<file path="src/rtl/dtb_pkg.sv">
`timescale 1ns/1ps
package dtb_pkg;
  typedef enum logic [1:0] {
    EDGE_NONE = 2'b00,
    EDGE_RISE = 2'b01,
    EDGE_FALL = 2'b10,
    EDGE_ANY  = 2'b11
  } edge_sel_e;

  typedef enum logic [1:0] {
    ACT_HOLD   = 2'b00,
    ACT_HIGH   = 2'b01,
    ACT_LOW    = 2'b10,
    ACT_TOGGLE = 2'b11
  } match_act_e;
endpackage

</file>
<file path="src/rtl/dtb_sync.sv">
`timescale 1ns/1ps
module dtb_sync #(
  parameter int STAGES = 2
) (
  input  logic clk,
  input  logic rst_n,
  input  logic din,
  output logic q,
  output logic q_prev
);
  localparam int SH_W = STAGES + 1;

  logic [SH_W-1:0] sh_q;
  logic [SH_W-1:0] sh_nxt;

  always_comb begin
    sh_nxt = {sh_q[SH_W-2:0], din};
  end

  always_ff @(posedge clk or negedge rst_n) begin
    if (!rst_n) begin
      sh_q <= '0;
    end else begin
      sh_q <= sh_nxt;
    end
  end

  assign q      = sh_q[STAGES-1];
  assign q_prev = sh_q[STAGES];
endmodule

</file>
<file path="src/rtl/dtb_timebase.sv">
`timescale 1ns/1ps
module dtb_timebase #(
  parameter int TB_W  = 16,
  parameter int DIV_W = 3
) (
  input  logic             clk,
  input  logic             rst_n,
  input  logic             step_en,
  input  logic [DIV_W-1:0] div_sel,
  output logic [TB_W-1:0]  count
);
  localparam int PS_W = (1 << DIV_W) - 1;

  logic [PS_W-1:0] ps_q, ps_nxt;
  logic [PS_W-1:0] ps_mask;
  logic [TB_W-1:0] cnt_q, cnt_nxt;
  logic            tick;

  always_comb begin
    ps_mask = (PS_W'(1) << div_sel) - PS_W'(1);
    tick    = step_en && ((ps_q & ps_mask) == ps_mask);
    ps_nxt  = ps_q;
    cnt_nxt = cnt_q;
    if (step_en) begin
      ps_nxt = ps_q + PS_W'(1);
    end
    if (tick) begin
      cnt_nxt = cnt_q + TB_W'(1);
    end
  end

  always_ff @(posedge clk or negedge rst_n) begin
    if (!rst_n) begin
      ps_q  <= '0;
      cnt_q <= '0;
    end else begin
      ps_q  <= ps_nxt;
      cnt_q <= cnt_nxt;
    end
  end

  assign count = cnt_q;
endmodule

</file>
<file path="src/rtl/dtb_match_unit.sv">
`timescale 1ns/1ps
module dtb_match_unit
  import dtb_pkg::*;
#(
  parameter int TB_W = 16
) (
  input  logic            clk,
  input  logic            rst_n,
  input  logic [TB_W-1:0] base,
  input  logic            dir_out,
  input  logic [1:0]      action,
  input  logic            wr,
  input  logic [TB_W-1:0] wdata,
  input  logic            clr,
  output logic            pin_out,
  output logic            flag
);
  logic [TB_W-1:0] match_q, match_nxt;
  logic            armed_q, armed_nxt;
  logic            flag_q, flag_nxt;
  logic            pin_q, pin_nxt;
  logic [TB_W-1:0] delta;
  logic            reached;
  logic            hit;
  match_act_e      act;

  always_comb begin
    act       = match_act_e'(action);
    delta     = base - match_q;
    reached   = ~delta[TB_W-1];
    hit       = armed_q && reached && !wr;

    match_nxt = match_q;
    armed_nxt = armed_q;
    if (wr) begin
      match_nxt = wdata;
      armed_nxt = 1'b1;
    end else if (hit) begin
      armed_nxt = 1'b0;
    end

    flag_nxt = flag_q;
    if (hit) begin
      flag_nxt = 1'b1;
    end else if (clr) begin
      flag_nxt = 1'b0;
    end

    pin_nxt = pin_q;
    if (hit && dir_out) begin
      case (act)
        ACT_HIGH:   pin_nxt = 1'b1;
        ACT_LOW:    pin_nxt = 1'b0;
        ACT_TOGGLE: pin_nxt = ~pin_q;
        default:    pin_nxt = pin_q;
      endcase
    end
  end

  always_ff @(posedge clk or negedge rst_n) begin
    if (!rst_n) begin
      match_q <= '0;
      armed_q <= 1'b0;
      flag_q  <= 1'b0;
      pin_q   <= 1'b0;
    end else begin
      match_q <= match_nxt;
      armed_q <= armed_nxt;
      flag_q  <= flag_nxt;
      pin_q   <= pin_nxt;
    end
  end

  assign pin_out = pin_q;
  assign flag    = flag_q;
endmodule

</file>
<file path="src/rtl/dtb_capture_unit.sv">
`timescale 1ns/1ps
module dtb_capture_unit
  import dtb_pkg::*;
#(
  parameter int TB_W = 16
) (
  input  logic            clk,
  input  logic            rst_n,
  input  logic [TB_W-1:0] base,
  input  logic            dir_out,
  input  logic [1:0]      edge_sel,
  input  logic            pin_lvl,
  input  logic            pin_prev,
  input  logic            clr,
  output logic [TB_W-1:0] value,
  output logic            flag
);
  logic [TB_W-1:0] cap_q, cap_nxt;
  logic            flag_q, flag_nxt;
  logic            rise, fall, take;
  edge_sel_e       esel;

  always_comb begin
    esel = edge_sel_e'(edge_sel);
    rise = pin_lvl & ~pin_prev;
    fall = ~pin_lvl & pin_prev;
    case (esel)
      EDGE_RISE: take = rise;
      EDGE_FALL: take = fall;
      EDGE_ANY:  take = rise | fall;
      default:   take = 1'b0;
    endcase
    take = take && !dir_out;

    cap_nxt  = take ? base : cap_q;
    flag_nxt = flag_q;
    if (take) begin
      flag_nxt = 1'b1;
    end else if (clr) begin
      flag_nxt = 1'b0;
    end
  end

  always_ff @(posedge clk or negedge rst_n) begin
    if (!rst_n) begin
      cap_q  <= '0;
      flag_q <= 1'b0;
    end else begin
      cap_q  <= cap_nxt;
      flag_q <= flag_nxt;
    end
  end

  assign value = cap_q;
  assign flag  = flag_q;
endmodule

</file>
<file path="src/rtl/dtb_capcomp.sv">
`timescale 1ns/1ps
module dtb_capcomp #(
  parameter int TB_W        = 16,
  parameter int DIV_W       = 3,
  parameter int SYNC_STAGES = 2
) (
  input  logic             clk,
  input  logic             rst_n,
  input  logic [DIV_W-1:0] tb1_div,
  input  logic [DIV_W-1:0] tb2_div,
  input  logic             tb2_ext_sel,
  input  logic             ext_clk,
  input  logic             match_tb_sel,
  input  logic             cap_tb_sel,
  input  logic             dir_out,
  input  logic [1:0]       edge_sel,
  input  logic [1:0]       match_action,
  input  logic             match_wr,
  input  logic [TB_W-1:0]  match_wdata,
  input  logic             clr_match,
  input  logic             clr_cap,
  input  logic             pin_in,
  output logic             pin_out,
  output logic             pin_oe,
  output logic [TB_W-1:0]  tb1_value,
  output logic [TB_W-1:0]  tb2_value,
  output logic [TB_W-1:0]  capture_val,
  output logic             match_flag,
  output logic             cap_flag
);
  localparam int RST_STAGES = 2;

  logic [RST_STAGES-1:0] rst_sh;
  logic                  rst_i_n;
  logic                  ext_lvl, ext_prev, ext_rise;
  logic                  pin_lvl, pin_prev;
  logic                  tb2_step;
  logic [TB_W-1:0]       tb1_q, tb2_q;
  logic [TB_W-1:0]       match_base, cap_base;

  // reset: asserted at once, released after RST_STAGES clock edges
  always_ff @(posedge clk or negedge rst_n) begin
    if (!rst_n) begin
      rst_sh <= '0;
    end else begin
      rst_sh <= {rst_sh[RST_STAGES-2:0], 1'b1};
    end
  end
  assign rst_i_n = rst_sh[RST_STAGES-1];

  dtb_sync #(.STAGES(SYNC_STAGES)) u_ext_sync (
    .clk(clk), .rst_n(rst_i_n), .din(ext_clk), .q(ext_lvl), .q_prev(ext_prev)
  );

  dtb_sync #(.STAGES(SYNC_STAGES)) u_pin_sync (
    .clk(clk), .rst_n(rst_i_n), .din(pin_in), .q(pin_lvl), .q_prev(pin_prev)
  );

  always_comb begin
    ext_rise   = ext_lvl & ~ext_prev;
    tb2_step   = tb2_ext_sel ? ext_rise : 1'b1;
    match_base = match_tb_sel ? tb2_q : tb1_q;
    cap_base   = cap_tb_sel ? tb2_q : tb1_q;
  end

  dtb_timebase #(.TB_W(TB_W), .DIV_W(DIV_W)) u_tb1 (
    .clk(clk), .rst_n(rst_i_n), .step_en(1'b1), .div_sel(tb1_div), .count(tb1_q)
  );

  dtb_timebase #(.TB_W(TB_W), .DIV_W(DIV_W)) u_tb2 (
    .clk(clk), .rst_n(rst_i_n), .step_en(tb2_step), .div_sel(tb2_div), .count(tb2_q)
  );

  dtb_match_unit #(.TB_W(TB_W)) u_match (
    .clk(clk), .rst_n(rst_i_n), .base(match_base), .dir_out(dir_out),
    .action(match_action), .wr(match_wr), .wdata(match_wdata), .clr(clr_match),
    .pin_out(pin_out), .flag(match_flag)
  );

  dtb_capture_unit #(.TB_W(TB_W)) u_capture (
    .clk(clk), .rst_n(rst_i_n), .base(cap_base), .dir_out(dir_out),
    .edge_sel(edge_sel), .pin_lvl(pin_lvl), .pin_prev(pin_prev), .clr(clr_cap),
    .value(capture_val), .flag(cap_flag)
  );

  assign pin_oe    = dir_out;
  assign tb1_value = tb1_q;
  assign tb2_value = tb2_q;
endmodule

</file>
<file path="config.mk">
export PLATFORM = sky130hd
export DESIGN_NAME = dtb_capcomp
export DESIGN_NICKNAME = d
export VERILOG_FILES = /design/src/rtl/dtb_pkg.sv /design/src/rtl/dtb_sync.sv /design/src/rtl/dtb_timebase.sv /design/src/rtl/dtb_match_unit.sv /design/src/rtl/dtb_capture_unit.sv /design/src/rtl/dtb_capcomp.sv
export SDC_FILE = /design/constraint.sdc
export NUM_CORES = 1
export LEC_CHECK = 0
export BUFFER_PORTS_ARGS = -buffer_cell sky130_fd_sc_hd__buf_2
export CAP_MARGIN = 0
export CORE_MARGIN = 2
export CORE_UTILIZATION = 55
export CTS_CLUSTER_SIZE = 28
export DETAILED_ROUTE_END_ITERATION = 10
export GPL_ROUTABILITY_DRIVEN = 0
export GPL_TIMING_DRIVEN = 0
export PLACE_DENSITY = 0.8
export SLEW_MARGIN = 10
export SYNTH_ARGS = -nofsm -noshare
export SYNTH_HDL_FRONTEND = slang
export SYNTH_SLANG_ARGS = --single-unit
</file>
<file path="constraint.sdc">
create_clock -name clk -period 3 [get_ports clk]
set_input_delay 0.6 -clock clk [delete_from_list [all_inputs] [get_ports clk]]
set_output_delay 0.6 -clock clk [all_outputs]
set_load 0.02 [all_outputs]
</file>
==> impl_metrics.tcl <==
set metrics [dict create \
    via_density 5.19 \
    slew_viol_final 0 \
    postRouteWirelength_um 8890 \
    drt_first_pass_iters 4 \
    rsz0062_at_grt "false" \
    critical_path.n_buffers_inverters 3 \
    grt_pass1_wl_um 15000 \
    root_buf_cell "clkbuf_8" \
    cp_slowest_stage_delay_ps 390 \
    ys_ff_latch 90 \
    synth_nets 477 \
    timing.max_cap.violations 0 \
    worst_path_dominant_cell_family "buffers and inverters" \
    clock_power_share 0.233 \
    min-delay-path-class "reg -> async" \
    synth-main-ff-cell "dfrtp_1" \
    postPlaceCellArea_sq_um 4970 \
    worst_skew_pair.late_latency_ps 370 \
    outcome "finished clean" \
    report.final.setup_viol 0 \
    fp.dieW_um 93.3 \
    power.share.switching 0.362 \
    via_count 3252 \
    drive_above_1_share 0.246 \
    die_y_um 93.3 \
    grt_util_all_layers 0.223 \
    clock_skew_ps 15.8 \
    floorplan.rows 32 \
    final.period_utilization 0.914 \
    post_synth_instance_area_sq_um 4390 \
    start_kind "primary input" \
    design_area_final_sq_um 5170 \
    comb_power_share 0.272 \
    portBuffers 87 \
    layout_common_cells "buf_2, dfrtp_1, nand2_1, nor2_1, inv_1" \
    top_level_ports 89 \
    h-tree-depth 3 \
    internal_power_w 0.00214 \
    area_growth_syn_to_layout_pct 17.9 \
    ir_drop_worst_vdd_mv 0.295 \
    wire_per_inst_um 14.2 \
    maximum_number_of_pins_on_one_net_before_global_route_repair 46 \
    core_region_area_sq_um 7730 \
    yosysUniqueCellTypes 49 \
    first_iter_violations 213 \
    critical_path_class "in -> reg" \
    via_count_of_the_first_global_routing_pass 3178 \
    timing.setup.tns_ps 0 \
    postSynthCellCount 420 \
    ant_nets 0 \
    fillers 624 \
    drt_drc 0 \
    crit_top_cell "nand2_1" \
    power_frac_seq 0.495 \
    setup.worst_path.end_class "flop" \
    max_clock_freq_mhz 365 \
    synth-edff-count 0 \
    yosysWarnings 0 \
    post-dp-hpwl_um 6800 \
    power_switching_w 0.00122 \
    critPathMaxFanout 10 \
    clock_tree.buffer_depth 2 \
    number_of_antenna_violations_at_the_first_check_in_global_routing 0 \
    synthArstFlopShare 1.00 \
    synth-seq-area-share 0.513 \
    slew_headroom 0.516 \
    leakage_dissipation_nw 2.63 \
    num_antenna_cells 0 \
    cp_cell_sequence "buf_2 > buf_2 > clkbuf_1 > mux2_2 > ha_1 > nand2_1 > nor2_1 > nand2_1 > o21ai_0 > nand2_1 > a21o_1" \
    cts.sink_count 90 \
    tritoncts "done" \
    power.density_cell_area_nw_per_um2 648 \
    required_ps 3260 \
    slowest_stage "mux2_2" \
    worst_margin_slew_ps 727 \
    gr-total-overflow 0 \
    final_critical_period_ps 2740 \
    cp.arrival_ps 3000 \
    cts_buffers 9 \
    die_area_sq_um 8710 \
    final_nets 577 \
    clk_transition_reported_paths_ps 100 \
    floorplan.initialDensity 0.568 \
    synth_area_per_cell_sq_um 10.4 \
    hold_fails_final_rpt 0 \
]
## metrics by stage
step	hold WS (ps)	std cells	setup slack, ps	power, W	util
after floorplan	304	420	308	0.00226	-
final	332	627	257	0.00335	0.669
after CTS	327	627	279	0.00338	0.669
after global placement	335	609	-606	0.00255	0.641
after global routing	317	627	51.1	0.00357	0.669
after detailed placement	337	610	-116	0.00260	0.644
## cell families after synthesis
family                   after synthesis  synth area share
buffers and inverters                 43            0.0382
XOR/XNOR                              42            0.0838
multiplexers                          33            0.0793
AO/OA/AOI/OAI                         66            0.0895
other                                  1          0.000855
flip-flops                            90             0.513
adder cells (fa/ha/maj)               20            0.0570
AND/OR/NAND/NOR                      125             0.138
## power groups by stage
stage / Sequential (W) / Clock (W) / Combinational [W]
finish: 0.00166 / 0.000782 / 0.000910
global route: 0.00170 / 0.000855 / 0.00101
floorplan: 0.00182 / 0 / 0.000444
global placement: 0.00168 / 0 / 0.000868
detailed placement: 0.00168 / 0 / 0.000918
CTS: 0.00166 / 0.000801 / 0.000920
## worst reg2reg max path, stage by stage (launching register included)
cell and delay [ps]:
dfrtp_1 450, mux2_2 300, ha_1 310, a21oi_1 130
a21boi_0 100, a211oi_1 270, a2bb2oi_1 320, nand2_1 120
a21o_1 200
## cells in the mapped netlist, drive strengths merged, types with 3 or more instances
cell	number	share of area
nand2b	3	0.0043
nor2	40	0.035
nand4	7	0.010
clkbuf	7	0.0060
nor3	4	0.0083
nand3	15	0.018
ha	20	0.057
mux2	14	0.036
xor2	20	0.040
buf	4	0.0048
a21o	3	0.0051
xnor2	22	0.044
and3	4	0.0057
o21ai	24	0.027
nand2	41	0.035
dfrtp	90	0.51
a21oi	24	0.027
inv	32	0.027
mux2i	19	0.043
and4	3	0.0060
## layout make-up
| cell class | count | area (sq um) | area share |
|---|---|---|---|
| Sequential cell | 90 | 2260 | 0.436 |
| Multi-Input combinational cell | 287 | 1970 | 0.381 |
| Tap cell | 102 | 128 | 0.0247 |
| Timing Repair Buffer | 89 | 465 | 0.0900 |
| Clock buffer | 10 | 138 | 0.0266 |
| Clock inverter | 6 | 48.8 | 0.00944 |
| Inverter | 32 | 120 | 0.0232 |
| Buffer | 11 | 47.5 | 0.00919 |
## per-layer routing
layer / vias up / part of all wire / GRT usage
li1: 1620 / - / -
met1: 1525 / 0.47 / 0.309
met2: 95 / 0.47 / 0.343
met3: 12 / 0.048 / 0.0483
met4: 0 / 0.015 / 0.0907
met5: - / 0 / 0
## timing repair
| item | 4_1_cts | 5_1_grt |
|---|---|---|
| endpoints found under the setup margin | 0 | 0 |
| hold buffers | 1 | 0 |
| gates resized for setup | 0 | 0 |
| setup buffers | 0 | 0 |
| hold endpoints to repair | 2 | 0 |
## flip-flops by register name (all words and copies together), names as in the netlist
register         count
u_pin_sync.sh_q      3
u_capture.flag       1
u_match.match_q     16
u_tb2.count         16
u_match.flag         1
u_match.armed_q      1
u_match.pin_out      1
u_tb1.ps_q           7
u_capture.value     16
rst_sh               2
u_tb1.count         16
u_tb2.ps_q           7
u_ext_sync.sh_q      3
## final timing paths
check / to / startpoint / slack (ps) / cells after the start
setup / recovery: u_match.armed_q / match_tb_sel / 260 / 11
hold reg to reg: u_tb1.ps_q[6] / rst_sh[1] / 330 / 0
hold / removal: u_tb1.ps_q[6] / rst_sh[1] / 330 / 0
min in group clk: u_ext_sync.sh_q[0] / ext_clk / 340 / 1
setup reg to reg: u_match.armed_q / u_tb1.count[5] / 690 / 8
max in group asynchronous: u_capture.value[6] / rst_sh[1] / 2040 / 1
Power figures use the tool's default switching activity.
